## config.mk

```make
export PLATFORM = sky130hd
export DESIGN_NAME = serial_reg_port
export DESIGN_NICKNAME = d
export VERILOG_FILES = /design/src/rtl/srp_pkg.sv /design/src/rtl/srp_edge_sync.sv /design/src/rtl/srp_frame_ctrl.sv /design/src/rtl/srp_reg_bank.sv /design/src/rtl/serial_reg_port.sv
export SDC_FILE = /design/constraint.sdc
export NUM_CORES = 1
export LEC_CHECK = 0
export BUFFER_PORTS_ARGS = -buffer_cell sky130_fd_sc_hd__buf_2
export CORE_UTILIZATION = 30
export CTS_CLUSTER_DIAMETER = 80
export DETAILED_ROUTE_END_ITERATION = 7
export GPL_TIMING_DRIVEN = 0
export SYNTH_ARGS = -nofsm -noshare
export SYNTH_HDL_FRONTEND = slang
export SYNTH_SLANG_ARGS = --single-unit
```

## constraint.sdc

```tcl
create_clock -name clk -period 3.2 [get_ports clk]
set_clock_uncertainty 0.2 [all_clocks]
set_input_delay 0.32 -clock clk [delete_from_list [all_inputs] [get_ports clk]]
set_output_delay 0.32 -clock clk [all_outputs]
set_load 0.05 [all_outputs]
```

## src/rtl/srp_pkg.sv

```systemverilog
package srp_pkg;

    localparam int ADDR_W = 4;
    localparam int NREG   = 2 ** ADDR_W;
    localparam int DATA_W = 8;
    localparam int BIT_W  = $clog2(DATA_W);
    localparam int CMD_W  = 1 + ADDR_W + 2 + 1;

    typedef enum logic [1:0] {
        PH_CMD  = 2'd0,
        PH_WR   = 2'd1,
        PH_RD   = 2'd2,
        PH_IDLE = 2'd3
    } phase_e;

    typedef struct packed {
        logic              burst;
        logic [1:0]        rsv;
        logic [ADDR_W-1:0] addr;
        logic              rd;
    } cmd_t;

    typedef struct packed {
        phase_e            phase;
        logic [BIT_W-1:0]  cnt;
        logic [DATA_W-1:0] sh;
        logic [DATA_W-1:0] tx;
        logic [ADDR_W-1:0] addr;
        logic              burst;
        logic              sdo;
        logic              oe;
    } ctrl_t;

endpackage

```

## src/rtl/srp_edge_sync.sv

```systemverilog
module srp_edge_sync #(
    parameter int STAGES = 2
) (
    input  logic clk,
    input  logic rst_n,
    input  logic cs_n,
    input  logic sclk,
    input  logic sdi,
    output logic sel,
    output logic rise,
    output logic fall,
    output logic din
);
    localparam int NCH = 3;
    localparam logic [NCH-1:0] IDLE_VAL = 3'b011;

    typedef struct packed {
        logic [STAGES-1:0][NCH-1:0] pipe;
        logic                       sclk_prev;
    } sync_t;

    sync_t s_d, s_q;
    logic [NCH-1:0] raw;
    logic [NCH-1:0] synced;

    assign raw    = {sdi, sclk, cs_n};
    assign synced = s_q.pipe[STAGES-1];

    always_comb begin
        s_d = s_q;
        s_d.pipe[0] = raw;
        for (int i = 1; i < STAGES; i++) begin
            s_d.pipe[i] = s_q.pipe[i-1];
        end
        s_d.sclk_prev = synced[1];
    end

    always_ff @(posedge clk or negedge rst_n) begin
        if (!rst_n) begin
            s_q.pipe      <= {STAGES{IDLE_VAL}};
            s_q.sclk_prev <= 1'b1;
        end else begin
            s_q <= s_d;
        end
    end

    assign sel  = !synced[0];
    assign rise = synced[1] && !s_q.sclk_prev;
    assign fall = !synced[1] && s_q.sclk_prev;
    assign din  = synced[2];

endmodule

```

## src/rtl/srp_frame_ctrl.sv

```systemverilog
module srp_frame_ctrl
    import srp_pkg::*;
#(
    parameter int STATUS_ADDR = 0
) (
    input  logic              clk,
    input  logic              rst_n,
    input  logic              sel,
    input  logic              rise,
    input  logic              fall,
    input  logic              din,
    input  logic [DATA_W-1:0] rd_data,
    output logic [ADDR_W-1:0] rd_addr,
    output logic              wr_en,
    output logic [ADDR_W-1:0] wr_addr,
    output logic [DATA_W-1:0] wr_data,
    output logic              sdo,
    output logic              sdo_oe
);
    localparam logic [ADDR_W-1:0] LAST_ADDR = ADDR_W'(NREG - 1);
    localparam logic [ADDR_W-1:0] RO_ADDR   = ADDR_W'(STATUS_ADDR);
    localparam logic [BIT_W-1:0]  LAST_BIT  = BIT_W'(DATA_W - 1);

    ctrl_t c_d, c_q;
    logic [DATA_W-1:0] rx_word;
    cmd_t cmd;
    logic  more;

    assign rx_word = {din, c_q.sh[DATA_W-1:1]};
    assign cmd     = cmd_t'(rx_word[CMD_W-1:0]);
    assign more    = c_q.burst && (c_q.addr != LAST_ADDR);

    always_comb begin
        c_d     = c_q;
        wr_en   = 1'b0;
        wr_addr = c_q.addr;
        wr_data = rx_word;
        if (c_q.phase == PH_CMD) begin
            rd_addr = cmd.burst ? '0 : cmd.addr;
        end else begin
            rd_addr = c_q.addr + 1'b1;
        end
        c_d.oe = sel;

        if (!sel) begin
            c_d.phase = PH_CMD;
            c_d.cnt   = '0;
        end else begin
            if (fall && c_q.phase == PH_RD) begin
                c_d.sdo = c_q.tx[0];
                c_d.tx  = {1'b0, c_q.tx[DATA_W-1:1]};
            end
            if (rise) begin
                c_d.sh  = rx_word;
                c_d.cnt = c_q.cnt + 1'b1;
                if (c_q.cnt == LAST_BIT) begin
                    unique case (c_q.phase)
                        PH_CMD: begin
                            if (cmd.rsv != 2'b00) begin
                                c_d.phase = PH_IDLE;
                            end else begin
                                c_d.addr  = rd_addr;
                                c_d.burst = cmd.burst;
                                if (cmd.rd) begin
                                    c_d.phase = PH_RD;
                                    c_d.tx    = rd_data;
                                end else begin
                                    c_d.phase = PH_WR;
                                end
                            end
                        end
                        PH_WR: begin
                            wr_en = (c_q.addr != RO_ADDR);
                            if (more) begin
                                c_d.addr = c_q.addr + 1'b1;
                            end else begin
                                c_d.phase = PH_IDLE;
                            end
                        end
                        PH_RD: begin
                            if (more) begin
                                c_d.addr = c_q.addr + 1'b1;
                                c_d.tx   = rd_data;
                            end else begin
                                c_d.phase = PH_IDLE;
                            end
                        end
                        default: c_d.phase = PH_IDLE;
                    endcase
                end
            end
        end
    end

    always_ff @(posedge clk or negedge rst_n) begin
        if (!rst_n) begin
            c_q <= '{phase: PH_CMD, default: '0};
        end else begin
            c_q <= c_d;
        end
    end

    assign sdo    = c_q.sdo;
    assign sdo_oe = c_q.oe;

    // serial output moves only on a falling serial clock
    p_sdo_on_fall_r3: assert property (@(posedge clk) disable iff (!rst_n)
        !fall |=> $stable(sdo));

    // a rejected command never writes
    p_ignored_quiet_r8: assert property (@(posedge clk) disable iff (!rst_n)
        (c_q.phase == PH_IDLE) |-> !wr_en);

    // within a data phase the address never goes backwards
    p_addr_ascend_r6: assert property (@(posedge clk) disable iff (!rst_n)
        (sel && (c_q.phase == PH_WR || c_q.phase == PH_RD)) |=> (c_q.addr >= $past(c_q.addr)));

endmodule

```

## src/rtl/srp_reg_bank.sv

```systemverilog
module srp_reg_bank
    import srp_pkg::*;
#(
    parameter int STATUS_ADDR = 0
) (
    input  logic                     clk,
    input  logic                     rst_n,
    input  logic                     wr_en,
    input  logic [ADDR_W-1:0]        wr_addr,
    input  logic [DATA_W-1:0]        wr_data,
    input  logic                     st_we,
    input  logic [DATA_W-1:0]        st_data,
    input  logic [ADDR_W-1:0]        rd_addr,
    output logic [DATA_W-1:0]        rd_data,
    output logic [NREG*DATA_W-1:0]   regs_flat
);
    logic [NREG-1:0][DATA_W-1:0] regs_d, regs_q;

    for (genvar i = 0; i < NREG; i++) begin : g_slot
        if (i == STATUS_ADDR) begin : g_ro
            always_comb regs_d[i] = st_we ? st_data : regs_q[i];
        end else begin : g_rw
            always_comb regs_d[i] = (wr_en && wr_addr == ADDR_W'(i)) ? wr_data : regs_q[i];
        end
    end

    always_ff @(posedge clk or negedge rst_n) begin
        if (!rst_n) begin
            regs_q <= '0;
        end else begin
            regs_q <= regs_d;
        end
    end

    assign rd_data   = regs_q[rd_addr];
    assign regs_flat = regs_q;

    // the serial side never addresses the status slot for writing
    p_status_guard_r7: assert property (@(posedge clk) disable iff (!rst_n)
        wr_en |-> (wr_addr != ADDR_W'(STATUS_ADDR)));

    // status slot holds unless its own strobe fires
    p_status_hold_r7: assert property (@(posedge clk) disable iff (!rst_n)
        !st_we |=> $stable(regs_q[STATUS_ADDR]));

endmodule

```

## src/rtl/serial_reg_port.sv

```systemverilog
module serial_reg_port
    import srp_pkg::*;
#(
    parameter int SYNC_STAGES = 2,
    parameter int STATUS_ADDR = 0
) (
    input  logic                   clk,
    input  logic                   rst_n,
    input  logic                   cs_n,
    input  logic                   sclk,
    input  logic                   sdi,
    output logic                   sdo,
    output logic                   sdo_oe,
    input  logic                   status_we,
    input  logic [DATA_W-1:0]      status_in,
    output logic [NREG*DATA_W-1:0] reg_q
);
    logic              s_sel, s_rise, s_fall, s_din;
    logic [ADDR_W-1:0] rd_addr, wr_addr;
    logic [DATA_W-1:0] rd_data, wr_data;
    logic              bank_we;

    srp_edge_sync #(.STAGES(SYNC_STAGES)) u_sync (
        .clk   (clk),
        .rst_n (rst_n),
        .cs_n  (cs_n),
        .sclk  (sclk),
        .sdi   (sdi),
        .sel   (s_sel),
        .rise  (s_rise),
        .fall  (s_fall),
        .din   (s_din)
    );

    srp_frame_ctrl #(.STATUS_ADDR(STATUS_ADDR)) u_ctrl (
        .clk     (clk),
        .rst_n   (rst_n),
        .sel     (s_sel),
        .rise    (s_rise),
        .fall    (s_fall),
        .din     (s_din),
        .rd_data (rd_data),
        .rd_addr (rd_addr),
        .wr_en   (bank_we),
        .wr_addr (wr_addr),
        .wr_data (wr_data),
        .sdo     (sdo),
        .sdo_oe  (sdo_oe)
    );

    srp_reg_bank #(.STATUS_ADDR(STATUS_ADDR)) u_bank (
        .clk       (clk),
        .rst_n     (rst_n),
        .wr_en     (bank_we),
        .wr_addr   (wr_addr),
        .wr_data   (wr_data),
        .st_we     (status_we),
        .st_data   (status_in),
        .rd_addr   (rd_addr),
        .rd_data   (rd_data),
        .regs_flat (reg_q)
    );

    // the output driver is released once chip select is seen inactive
    p_oe_released_r1: assert property (@(posedge clk) disable iff (!rst_n)
        !s_sel |=> !sdo_oe);

    // a register commit only happens on a sampling edge of a selected transfer
    p_commit_on_rise_r4: assert property (@(posedge clk) disable iff (!rst_n)
        bank_we |-> (s_rise && s_sel));

endmodule

```

Word-level counts from Yosys, hierarchy flattened
Cells that the tools add are included.
Storage, ports and cells
  register bits after elaboration: 163
  bits in latches: 0
  RAM bits: 0
  bits in read-only memories: 0
  bits of input ports: 14
  output and inout bits: 130
  word-level logic and storage cells: 113
  memories: 0
Cells by class
  add/subtract/negate cells: 2
  multiply operators: 0
  divide/modulo/power cells: 0
  order comparisons: 1
  equal/unequal tests: 23
  shift operators: 0
  mux-type cells: 24
  bitwise operators: 2
  reduce and logical (&&, ||, !) cells: 34
Operators with widths (number)
  binary-select mux 8 bit (select 4 bit): 1
  equality test 4 bit, second input constant: 8
  2-to-1 mux 13 bit: 2
  2-to-1 mux 26 bit: 1
  2-to-1 mux 8 bit: 3
  logical AND 1 bit: 19
  equality test 4 x 3 -> 1 bit, second input constant: 4
  case mux 8 bit (2 select lines): 1
  2-to-1 mux 12 bit: 1
  2-to-1 mux 4 bit: 3
  case mux 4 bit (3 select lines): 1
  equality test 4 x 2 -> 1 bit, second input constant: 2
  2-to-1 mux 2 bit: 4
  AND reduction 7 bit: 1
  nonzero test 2 bit: 3
  less-than comparator 4 x 5 -> 1 bit, second input constant: 1
  2-to-1 mux 1 bit: 5
  2-to-1 mux 5 bit: 1
  AND reduction 5 bit: 1
  adder 4 x 1 -> 4 bit, second input constant: 1
  equality test 4 x 1 -> 1 bit, second input constant: 1
  != test 2 x 1 -> 1 bit, second input constant: 2
  != test 4 bit, second input constant: 1
  case mux 2 bit (2 select lines): 1
  other kinds (14): 18

Depth between registers and ports, before layout
Gate-level depths: netlist of the first run.
  word-level depth: 10
  gate-level depth with buffers: 10
  depth with buffers taken out: 8

Hierarchy
A second synthesis of the first run with hierarchy kept.
Unflattened totals
  cells, all modules: 520
  area total of the unflattened synthesis: 7633.6 sq um
Modules (own cells, without submodules)
  srp_reg_bank: times used 1, cells an instance 363, area an instance 5799.3 sq um, seq. area each 3203.1 sq um
  srp_frame_ctrl: times used 1, cells an instance 147, area an instance 1634.1 sq um, seq. area each 675.6 sq um
  srp_edge_sync: times used 1, cells an instance 10, area an instance 200.2 sq um, seq. area each 181.4 sq um

Worst setup path after synthesis of the first run
OpenSTA, ideal clock, no wires.
  path type: reg2reg
  from: register u_ctrl.c_q[26] (netlist name)
  to: register u_ctrl.c_q[13] (netlist name)
  setup time: 127 ps
  arrival: 1919 ps
  required time: 2873 ps
  path slack: 955 ps
  cell stages (with the launch flop): 10
  path buffers: 1
  period minus slack after synthesis: 2245 ps
  cell sequence: dfrtp_1 > inv_1 > ha_1 > or2_1 > nand2_2 > buf_6 > mux2i_1 > a221oi_1 > nor4_1 > o21ai_1
Between the ends
  cells in the longest elaborated chain, start to end: 9
  elaborated cells on any way between the ends: 13
  classes of those cells: eq/ne: 1; mux: 10; reduce/logical: 2
RTL lines
  start, declared: line srp_frame_ctrl.sv:24  | ctrl_t c_d, c_q;
  start signal, assigned: line srp_frame_ctrl.sv:97  | c_q <= '{phase: PH_CMD, default: '0};
  start signal, assigned: line srp_frame_ctrl.sv:99  | c_q <= c_d;
  logical NOT 2 bit: line srp_frame_ctrl.sv:38, srp_frame_ctrl.sv:57
  2-to-1 mux 4 bit: line srp_frame_ctrl.sv:38  | if (c_q.phase == PH_CMD) begin
  binary-select mux 8 bit (select 4 bit): line srp_reg_bank.sv:35  | assign rd_data = regs_q[rd_addr];
  2-to-1 mux 8 bit (implied by the code): line srp_reg_bank.sv:35
  2-to-1 mux 8 bit: line srp_frame_ctrl.sv:64  | if (cmd.rd) begin
  2-to-1 mux 13 bit: line srp_frame_ctrl.sv:59  | if (cmd.rsv != 2'b00) begin
  case mux 8 bit (2 select lines): line srp_frame_ctrl.sv:57  | unique case (c_q.phase)
  2-to-1 mux 13 bit: line srp_frame_ctrl.sv:56  | if (c_q.cnt == LAST_BIT) begin
  2-to-1 mux 26 bit (*): line srp_frame_ctrl.sv:53  | if (rise) begin
Mark *: on every way between the ends. The rest lies on a longest branch, timed or not. The select of a mux whose other input is x is not followed.
A chain may end at the register's enable or synchronous reset.

Final worst setup path of the first run
  from: register u_ctrl.c_q (netlist bit u_ctrl.wr_addr[0])
  to: register u_ctrl.c_q[12] (netlist name)
Between the ends
  cells in the longest elaborated chain, start to end: 9
  elaborated cells on any way between the ends: 12
  classes of those cells: add/sub: 1; eq/ne: 1; mux: 9; reduce/logical: 1
RTL lines
  adder 4 x 1 -> 4 bit: line srp_frame_ctrl.sv:41  | rd_addr = c_q.addr + 1'b1;
  2-to-1 mux 4 bit: line srp_frame_ctrl.sv:38
  binary-select mux 8 bit (select 4 bit): line srp_reg_bank.sv:35
  2-to-1 mux 8 bit (implied by the code): line srp_reg_bank.sv:35
  2-to-1 mux 8 bit: line srp_frame_ctrl.sv:64
  2-to-1 mux 13 bit: line srp_frame_ctrl.sv:59
  case mux 8 bit (2 select lines) (*): line srp_frame_ctrl.sv:57
  2-to-1 mux 13 bit (*): line srp_frame_ctrl.sv:56
  2-to-1 mux 26 bit (*): line srp_frame_ctrl.sv:53
Marks and branches as above.

==> out/metrics.cfg, run 1 <==
[outcome]
status = completed

[setup_path]
rrSetupSlack_ns = 0.1
cp-end-kind = register
start_kind = register
reg2regPathDepth = 10
cp_data_required_time_ns = 3.34
path_class = reg2reg
rr_startpoint = u_ctrl.wr_addr[0]
critPathMaxFanout = 10
arrival_ns = 3.24
r2r-end = u_ctrl.c_q[12]

[clocking]
cts.sinks = 162
cts_tree = built
clockRootBuffer = clkbuf_16
post_cts_buffers = 0
cts_buffer_depth = 2
clkLatencyLatePin_ns = 0.43
h-tree-depth = 4
cts_buffers = 17
clk_pin_slew_worst_paths_ns = 0.06

[hold_path]
worstHoldPathCells = 0
hp-start = u_sync.s_d[6]
hold_class = reg2reg
holdPathEnd = u_sync.synced[2]

[placed_design]
portBuffers = 142
placed_area_sq_um = 8900
globalplace.congestion = 0.902
place_ws_ns = 0.198
dp_cells = 1098
hpwl_mm = 17.6

[cells_and_area]
finalNonFillerCells = 1142
fillers = 2539
drive_above_1_share = 0.430
area_growth_pct = 24.0
post-route-cell-area_sq_um = 9600
num_antenna_cells = 0
nets = 824

[timing]
post-route-period-util = 0.969
timing.hold.ws_ns = 0.149
setup_viol = 0
slew_headroom = 0.305
fmax_mhz = 323
layout_setup_ws_ns = 0.0994
tightestPinTransition_ns = 1.03
hold_viol = 0
drv_slew = 0
rsz0062_at_grt = false
min_period_ns = 3.10

[route]
firstDrtPassIters = 5
post_drt_wl_per_cell_microns = 21.4
totalWireLength_mm = 24.5
drc = 0
antenna_left = 0
first_iter_violations = 457
routed-via-count = 5949
viasPerCell = 5.21

[pwr]
leakage_nw = 4.72
ir_drop_uv = 374
powerDensity_nw_per_um2 = 543
total_power_w = 0.00521

[synthesis]
syn_inst = 625
ys_seq_area_frac = 0.524
muxShareOfSynthArea = 0.243
synthFlopType = dfrtp_1
synthSimpleGateAreaFrac = 0.0861
syn-cell-area_sq_um = 7740
synthAdderAreaFrac = 0.0178
synth-seq-cells = 162
synth_compound_area_frac = 0.0925
synth_xor_area_frac = 0.00453
synthesis.nets = 650
synth_cell_type_count = 56
synth_edf_count = 0
synth_top_family_by_area = multiplexers
postSynth.asyncResetShare = 1.00
yosys_warnings = 0
syn_area_per_cell_sq_um = 12.4

[global_routing]
grt.overflow.total = 0
grt_pass1_wl_mm = 37.0
grtUsageTotal = 0.189
antenna_found_initial = 0
grt_pass1_vias = 5973
grt_max_degree = 88

[floorplan]
die_area_sq_um = 26500
start_util = 0.307
die_h_microns = 163
chipWidth_microns = 163
row_count = 58
io_pins = 144
core_sq_um = 25300

[run]
drv_cap = 0

## state kept, by name, summed over array words and instances (netlist names)
| signal | count |
|---|---|
| u_bank.regs_flat | 128 |
| u_ctrl.c_q | 14 |
| u_ctrl.sdo | 1 |
| u_ctrl.sdo_oe | 1 |
| u_ctrl.wr_addr | 4 |
| u_ctrl.wr_data | 7 |
| u_sync.s_d | 3 |
| u_sync.s_q | 1 |
| u_sync.synced | 3 |
## placed cells by master, fill, tap and decap left out, drive strengths merged, types with 2 or more instances in the layout
cell,n
a21oi,39
a221oi,32
a22oi,8
a31oi,2
and2,4
and3,3
buf,160
clkbuf,49
clkinv,3
clkinvlp,3
dfrtp,157
dfstp,5
dlygate4sd3,12
ha,11
inv,11
mux2,137
mux2i,34
nand2,51
nand2b,4
nand3,9
nand3b,5
nand4,2
nor2,22
nor3,2
nor4,9
o21ai,12
o2bb2ai,2
or2,2
xnor2,3
## cells by family after synthesis
| logic type | after synthesis |
|---|---|
| flops | 162 |
| xor+xnor | 4 |
| simple gates | 119 |
| buf+inv | 52 |
| fa+ha+maj | 11 |
| mux | 171 |
| compound gates | 106 |
## worst max-delay path: stages, from the launching register on
cell and delay, ns:
dfrtp_1 0.49, inv_1 0.12, ha_1 0.32, nand2b_1 0.09, and2_1 0.13, buf_2 0.16, clkbuf_1 0.45, a21oi_1 0.08
a221oi_1 0.62, nor4_1 0.14, o21ai_0 0.19
## power by group
group | switching (W) | internal (W) | total, W
Sequential | 0.0000746 | 0.00210 | 0.00218
Clock | 0.000857 | 0.00112 | 0.00198
Combinational | 0.000760 | 0.000297 | 0.00106
## through the flow
stage	util	setup TNS (ns)
after floorplan	-	0
after global placement	0.351	-147.56
after detailed placement	0.353	0
after CTS	0.380	0
after global routing	0.380	0
final	0.380	0
## repair_timing
item / CTS / global route
endpoints found under the hold margin: 84 / 0
hold buffers: 12 / 0
gates resized for setup: 0 / 1
endpoints found under the setup margin: 0 / 3
## worst max-delay path by stage
stage | from | to | slack (ns)
2_1_floorplan | u_ctrl.c_q[26] | u_ctrl.c_q[13] | 0.95
5_1_grt | u_ctrl.c_q[26] | u_ctrl.c_q[14] | 0.03
6_report | u_ctrl.wr_addr[0] | u_ctrl.c_q[12] | 0.1
3_3_place_gp | rst_n | u_sync.synced[2] | -0.95
3_5_place_dp | u_ctrl.c_q[26] | u_ctrl.c_q[14] | 0.20
4_1_cts | u_ctrl.c_q[26] | u_ctrl.c_q[14] | 0.15
## metal layers
metal	track usage	wire length, microns	vias to the layer above
li1	-	-	2651
met1	0.245	10800	3075
met2	0.305	11600	193
met3	0.0479	1550	30
met4	0.0692	560	0
met5	0	0	-
## cell type report
class,instances,area [sq um],area share
sequential,162,4060,0.423
multi-input combinational,411,3440,0.359
timing repair buffer,155,868,0.0905
clock buffer,23,468,0.0488
tap,330,413,0.0430
buffer,43,209,0.0218
clock inverter,9,98.8,0.0103
inverter,9,33.8,0.00352
## cells in the mapped netlist, types with 8 or more instances
cell type | n | area [sq um]
nor2_2 | 8 | 50.1
o21ai_0 | 10 | 50.1
a22oi_1 | 8 | 60.1
dfrtp_1 | 157 | 3930
clkbuf_1 | 25 | 93.8
inv_1 | 9 | 33.8
a21oi_1 | 39 | 195
buf_2 | 10 | 50.1
mux2i_1 | 34 | 340
a221oi_1 | 32 | 280
nor2_1 | 14 | 52.6
nand2_1 | 49 | 184
nor4_1 | 8 | 50.1
ha_1 | 11 | 138
mux2_2 | 136 | 1530
(Power assumes the default switching activity.)
==> run 2, diff against run 1 <==
- clock period: 3.2 -> 3.3 ns (I/O delays scaled with it)
==> run 2 against run 1 <==
  * Clock power shrank 3%
  * Register-to-register slack gained 0.096 ns
  * Critical path depth shrank 2
  * Cell area is essentially flat
  * Wire length shrank 0.30%
  * Sequential power shrank 3%
  * Sequential cell count is the same
  * Critical endpoint is now u_ctrl.c_q[14]
  * Largest cell class unchanged
==> out/metrics.cfg, run 2 (synthesis gave the netlist of run 1 again) <==
[setup_path]
crit_family = compound AO/OA/AOI/OAI gates
path_class = reg2reg
start_kind = register
rrSetupSlack_ns = 0.20  ; +0.10 ns
reg2regPathDepth = 8  ; -2
r2r-end = u_ctrl.c_q[14]
cp-end-kind = register
arrival_ns = 3.20  ; -0.04 ns
critPathMaxFanout = 10  ; unchanged
max_stage_delay_ns = 0.85  ; +0.23 ns
crit_buf_inv = 2  ; -1
worst-path-stages = 8  ; -2
endpoint = u_ctrl.c_q[14]
cp_cell_sequence = inv_1 > ha_1 > clkbuf_1 > nor2_1 > a31oi_1 > a221oi_1 > nor4_1 > o21ai_0
crit_slowest_cell = a31oi_1
cp_data_required_time_ns = 3.40  ; +0.06 ns
rr_startpoint = u_ctrl.c_q[26]
startpoint = u_ctrl.c_q[26]

[clocking]
clk_pin_slew_worst_paths_ns = 0.06  ; about the same
h-tree-depth = 4  ; unchanged
cts.sinks = 162  ; unchanged
ctsResizeCount = 0  ; unchanged
cts_buffer_depth = 2  ; unchanged
cts_buffers = 17  ; unchanged
clockRootBuffer = clkbuf_16
clkLatencyLatePin_ns = 0.43  ; about the same
cts_tree = built

[cells_and_area]
largest_reg_flops = 128  ; unchanged
seq_area_sq_um = 4060  ; unchanged
finalNonFillerCells = 1142  ; unchanged
fillers = 2537  ; -0.079%
drive_above_1_share = 0.429  ; -0.00123
mostFrequentLayoutCells = dfrtp_1 (157), buf_2 (151), mux2_2 (136)
num_antenna_cells = 0  ; unchanged
final_common_cell = dfrtp_1
area_growth_pct = 23.9  ; about the same
multi_input_area_sq_um = 3440  ; -0.18%
nets = 824  ; unchanged

[route]
viasPerCell = 5.21  ; +0.10%
first_iter_violations = 430  ; -5.9%
antenna_left = 0  ; unchanged
routed-via-count = 5955  ; +0.10%
firstDrtPassIters = 5  ; unchanged
drc = 0  ; unchanged
post_drt_wl_per_cell_microns = 21.4  ; -0.30%
totalWireLength_mm = 24.4  ; -0.30%

[timing]
fmax_mhz = 322  ; -0.12%
timing.setup.tns_ns = 0  ; unchanged
tightestPinTransition_ns = 1.12  ; +0.0895 ns
setup_viol = 0  ; unchanged
hold_viol = 0  ; unchanged
timing.hold.ws_ns = 0.149  ; -0.00000700 ns
drv_slew = 0  ; unchanged
rsz0062_at_grt = false
min_period_ns = 3.10  ; +0.00365 ns
post-route-period-util = 0.941  ; -0.0283
slew_headroom = 0.251  ; -0.0541
layout_setup_ws_ns = 0.196  ; +0.0963 ns

[floorplan]
chipWidth_microns = 163  ; unchanged
io_pins = 144  ; unchanged
core_sq_um = 25300  ; unchanged
row_count = 58  ; unchanged
die_area_sq_um = 26500  ; unchanged
start_util = 0.307  ; unchanged
die_h_microns = 163  ; unchanged

[global_routing]
grt_max_degree = 88  ; unchanged
grt_pass1_vias = 5973  ; unchanged
grt_pass1_wl_mm = 37.0  ; unchanged
use_met1 = 0.245  ; unchanged
antenna_found_initial = 0  ; unchanged
grtUsageTotal = 0.189  ; unchanged
top_usage_layer = met2
grt.overflow.total = 0  ; unchanged
grtUsageMet2 = 0.305  ; unchanged
grt_util_met3 = 0.0479  ; unchanged

[run]
drv_cap = 0  ; unchanged

[pwr]
total_power_w = 0.00505  ; -3.1%
seq_power_share = 0.418  ; about the same
powerDensity_nw_per_um2 = 527  ; -3.1%
swShare = 0.324  ; -0.000648
clock_power_share = 0.379  ; about the same
pwr-share-comb = 0.203  ; about the same
leakage_nw = 4.72  ; about the same
ir_drop_uv = 364  ; -2.8%
p_sw_w = 0.00163  ; -3.3%
intPower_w = 0.00342  ; -3.0%

[placed_design]
hpwl_mm = 17.6  ; unchanged
globalplace.congestion = 0.902  ; unchanged
portBuffers = 142  ; unchanged
place_ws_ns = 0.298  ; +0.100 ns
dp_cells = 1098  ; unchanged

[outcome]
status = completed

[hold_path]
hp-start = u_sync.s_d[6]
hold_class = reg2reg

[run 2: changes by cell type in the layout (fill, tap and decap cells not counted)]
cell	change
a31oi_1	+1
a31oi_2	-1
[run 2: layout make-up]
class,count,area share
well taps,330,0.0431
repair buffers,155,0.0906
clock inverters,9,0.0103
plain buffers,43,0.0218
multi-input cells,411,0.359
flip-flops and latches,162,0.423
clock buffers,23,0.0488
inverters,9,0.00352
[run 2: what timing repair did]
item	4_1_cts	5_1_grt
buffers inserted	0	0
hold buffers	12	0
endpoints found under the hold margin	84	0
[run 2: worst min path at each step]
stage / to / slack [ns] / cells past startpoint
after floorplan: u_bank.regs_flat[0] / -0.17 / 0
after global placement: u_sync.synced[2] / 0.14 / 0
after detailed placement: u_bank.regs_flat[100] / 0.15 / 1
after CTS: u_sync.synced[2] / 0.15 / 0
after global routing: u_sync.synced[1] / 0.16 / 0
final: u_sync.synced[2] / 0.15 / 0
[run 2: power groups by stage]
| stage | clock network, W | logic (W) | registers (W) |
|---|---|---|---|
| final | 0.00192 | 0.00102 | 0.00211 |
| after detailed placement | 0 | 0.00101 | 0.00215 |
| after floorplan | 0 | 0.000568 | 0.00215 |
| after global routing | 0.00203 | 0.00110 | 0.00212 |
| after CTS | 0.00196 | 0.00102 | 0.00211 |
| after global placement | 0 | 0.000998 | 0.00215 |
[run 2: stage by stage]
step	utilization	instance area [sq um]
6_report	0.380	9590
5_1_grt	0.380	9590
4_1_cts	0.380	9590
3_5_place_dp	0.353	8900
3_3_place_gp	0.351	8860
2_1_floorplan	-	7740
[run 2: routing by layer]
| layer | share of wire | vias to the layer above | wire, microns |
|---|---|---|---|
| li1 | - | 2647 | - |
| met5 | 0 | - | 0 |
| met3 | 0.059 | 38 | 1440 |
| met2 | 0.47 | 204 | 11600 |
| met1 | 0.44 | 3066 | 10800 |
| met4 | 0.024 | 0 | 583 |
==> run 3, diff against run 2 <==
- BUFFER_PORTS_ARGS: -buffer_cell sky130_fd_sc_hd__buf_2 -> not set
- DONT_BUFFER_PORTS: not set -> 1
==> run 3 against run 2 <==
  * The run now ends with hold timing left
  * Fmax fell by 1.6%
  * Core utilization down 3.0 points
  * Critical path depth unchanged
  * Highest routed layer unchanged
==> out/metrics.cfg, run 3 (synthesis gave the netlist of run 1 again) <==
[setup_path]
path_class = reg2reg
crit_buf_inv = 2  ; unchanged
reg2regPathDepth = 8  ; unchanged
cp_cell_sequence = inv_1 > ha_1 > clkbuf_1 > nor2_1 > a31oi_1 > a221oi_1 > nor4_1 > o21ai_0
r2r-end = u_ctrl.c_q[14]
cp-end-kind = register
cp_data_required_time_ns = 3.39  ; about the same
crit_slowest_cell = a31oi_1
crit_family = compound AO/OA/AOI/OAI gates
max_stage_delay_ns = 0.89  ; +0.04 ns
rrSetupSlack_ns = 0.15  ; -0.05 ns
start_kind = register
arrival_ns = 3.25  ; +0.05 ns
critPathMaxFanout = 10  ; unchanged
rr_startpoint = u_ctrl.c_q[26]

[floorplan]
die_area_sq_um = 26500  ; unchanged
chipWidth_microns = 163  ; unchanged
start_util = 0.307  ; unchanged
row_count = 58  ; unchanged
io_pins = 144  ; unchanged
core_sq_um = 25300  ; unchanged
die_h_microns = 163  ; unchanged

[cells_and_area]
mostFrequentLayoutCells = dfrtp_1 (157), mux2_2 (136), nand2_1 (49)
finalNonFillerCells = 997  ; -13%
drive_above_1_share = 0.309  ; -0.120
nets = 680  ; -17%
final_common_cell = dfrtp_1
utilization = 0.350  ; -0.0296
area_growth_pct = 14.2
largest_reg_flops = 128  ; unchanged
num_antenna_cells = 0  ; unchanged

[timing]
hold_viol = 162  ; +162
tightestPinTransition_ns = 1.19  ; +0.0726 ns
fmax_mhz = 317  ; -1.6%
post-route-period-util = 0.956  ; +0.0152
timing.hold.ws_ns = -0.591  ; -0.740 ns
drv_slew = 0  ; unchanged
timing.setup.tns_ns = 0  ; unchanged
rsz0062_at_grt = false
slew_headroom = 0.202  ; -0.0486
setup_viol = 0  ; unchanged
min_period_ns = 3.15  ; +0.0501 ns

[route]
drc = 0  ; unchanged
totalWireLength_mm = 23.9  ; -1.9%
firstDrtPassIters = 7  ; +2
routed-via-count = 5359  ; -10%
viasPerCell = 5.38  ; +3.1%
first_iter_violations = 301  ; -30%
antenna_left = 0  ; unchanged
post_drt_wl_per_cell_microns = 24.0  ; +12%

[clocking]
cts.sinks = 162  ; unchanged
post_cts_buffers = 0  ; unchanged
clkLatencyLatePin_ns = 0.43  ; about the same
cts_buffers = 17  ; unchanged
h-tree-depth = 4  ; unchanged
cts_buffer_depth = 2  ; unchanged
cts_tree = built
clockRootBuffer = clkbuf_16
cts_hold_buffers = 11  ; -1
clk_pin_slew_worst_paths_ns = 0.07  ; about the same

[run]
drv_cap = 0  ; unchanged

[placed_design]
hpwl_mm = 17.3  ; -1.9%
globalplace.congestion = 0.911  ; +0.99%
portBuffers = 0  ; -100%
dp_cells = 955  ; -13%

[global_routing]
grt_pass1_vias = 5403  ; -9.5%
grtUsageTotal = 0.184  ; -0.00509
grt_max_degree = 163  ; +85%
grt.overflow.total = 0  ; unchanged
antenna_found_initial = 0  ; unchanged
grt_pass1_wl_mm = 35.3  ; -4.7%

[pwr]
ir_drop_uv = 341  ; -6.4%
powerDensity_nw_per_um2 = 570  ; +8.1%
leakage_nw = 3.94  ; -16%

[hold_path]
hold_class = in2async

[outcome]
violations = hold timing
status = finished with violations

-- run 3: changes by cell type in the layout (fill, tap and decap cells not counted), sizes merged --
cell	before	now
bufinv	1	2
buf	160	17
clkbuf	49	46
dlygate4sd3	12	11
clkinv	3	4
-- run 3: worst reg2reg max path: stages (launching register included) --
cell and delay, ns:
dfrtp_1 0.41, inv_1 0.12, ha_1 0.29, clkbuf_1 0.35
nor2_1 0.08, a31oi_1 0.89, a221oi_1 0.27, nor4_1 0.29
o21ai_0 0.13
-- run 3: area by class of cell --
cell class                 count  area (sq um)
fill                        2516         16400
sequential                   162          4060
multi-input combinational    411          3440
clock buffer                  20           447
tap                          330           413
buffer                        43           209
clock inverter                11           131
timing repair buffer          11           110
inverter                       9          33.8
-- run 3: through the flow --
stage	power, W	cell area, sq um	setup slack [ns]
floorplan	0.00272	7740	1.05
global placement	0.00309	8150	0.274
detailed placement	0.00310	8150	0.292
CTS	0.00507	8840	0.274
global route	0.00522	8840	0.0151
finish	0.00504	8840	0.146
-- run 3: repair_timing --
action                     in CTS  in global routing
gates resized for setup         0                  0
setup endpoints to repair       0                  0
hold endpoints to repair      173                162
-- run 3: how the worst max path moves through the flow --
stage,start,endpoint,slack [ns],depth (start not counted)
2_1_floorplan,u_ctrl.c_q[26],u_ctrl.c_q[13],1.05,9
3_3_place_gp,u_ctrl.c_q[26],u_ctrl.c_q[14],0.27,8
3_5_place_dp,u_ctrl.c_q[26],u_ctrl.c_q[14],0.29,8
4_1_cts,u_ctrl.c_q[26],u_ctrl.c_q[14],0.27,8
5_1_grt,u_ctrl.c_q[26],u_ctrl.c_q[8],0.02,8
6_report,u_ctrl.c_q[26],u_ctrl.c_q[14],0.15,8
-- run 3: report_power, final --
group | switching, W | internal (W)
Sequential | 0.000117 | 0.00204
Combinational | 0.000654 | 0.000270
Clock | 0.000820 | 0.00114
-- run 3: per-layer routing --
metal  GRT usage  vias up  share of wire  wire length, microns
li1            -     2365              -                     -
met4      0.0782        0          0.030                   729
met1       0.223     2776           0.41                  9800
met3      0.0746       41          0.093                  2240
met5           0        -              0                     0
met2       0.290      177           0.47                 11200
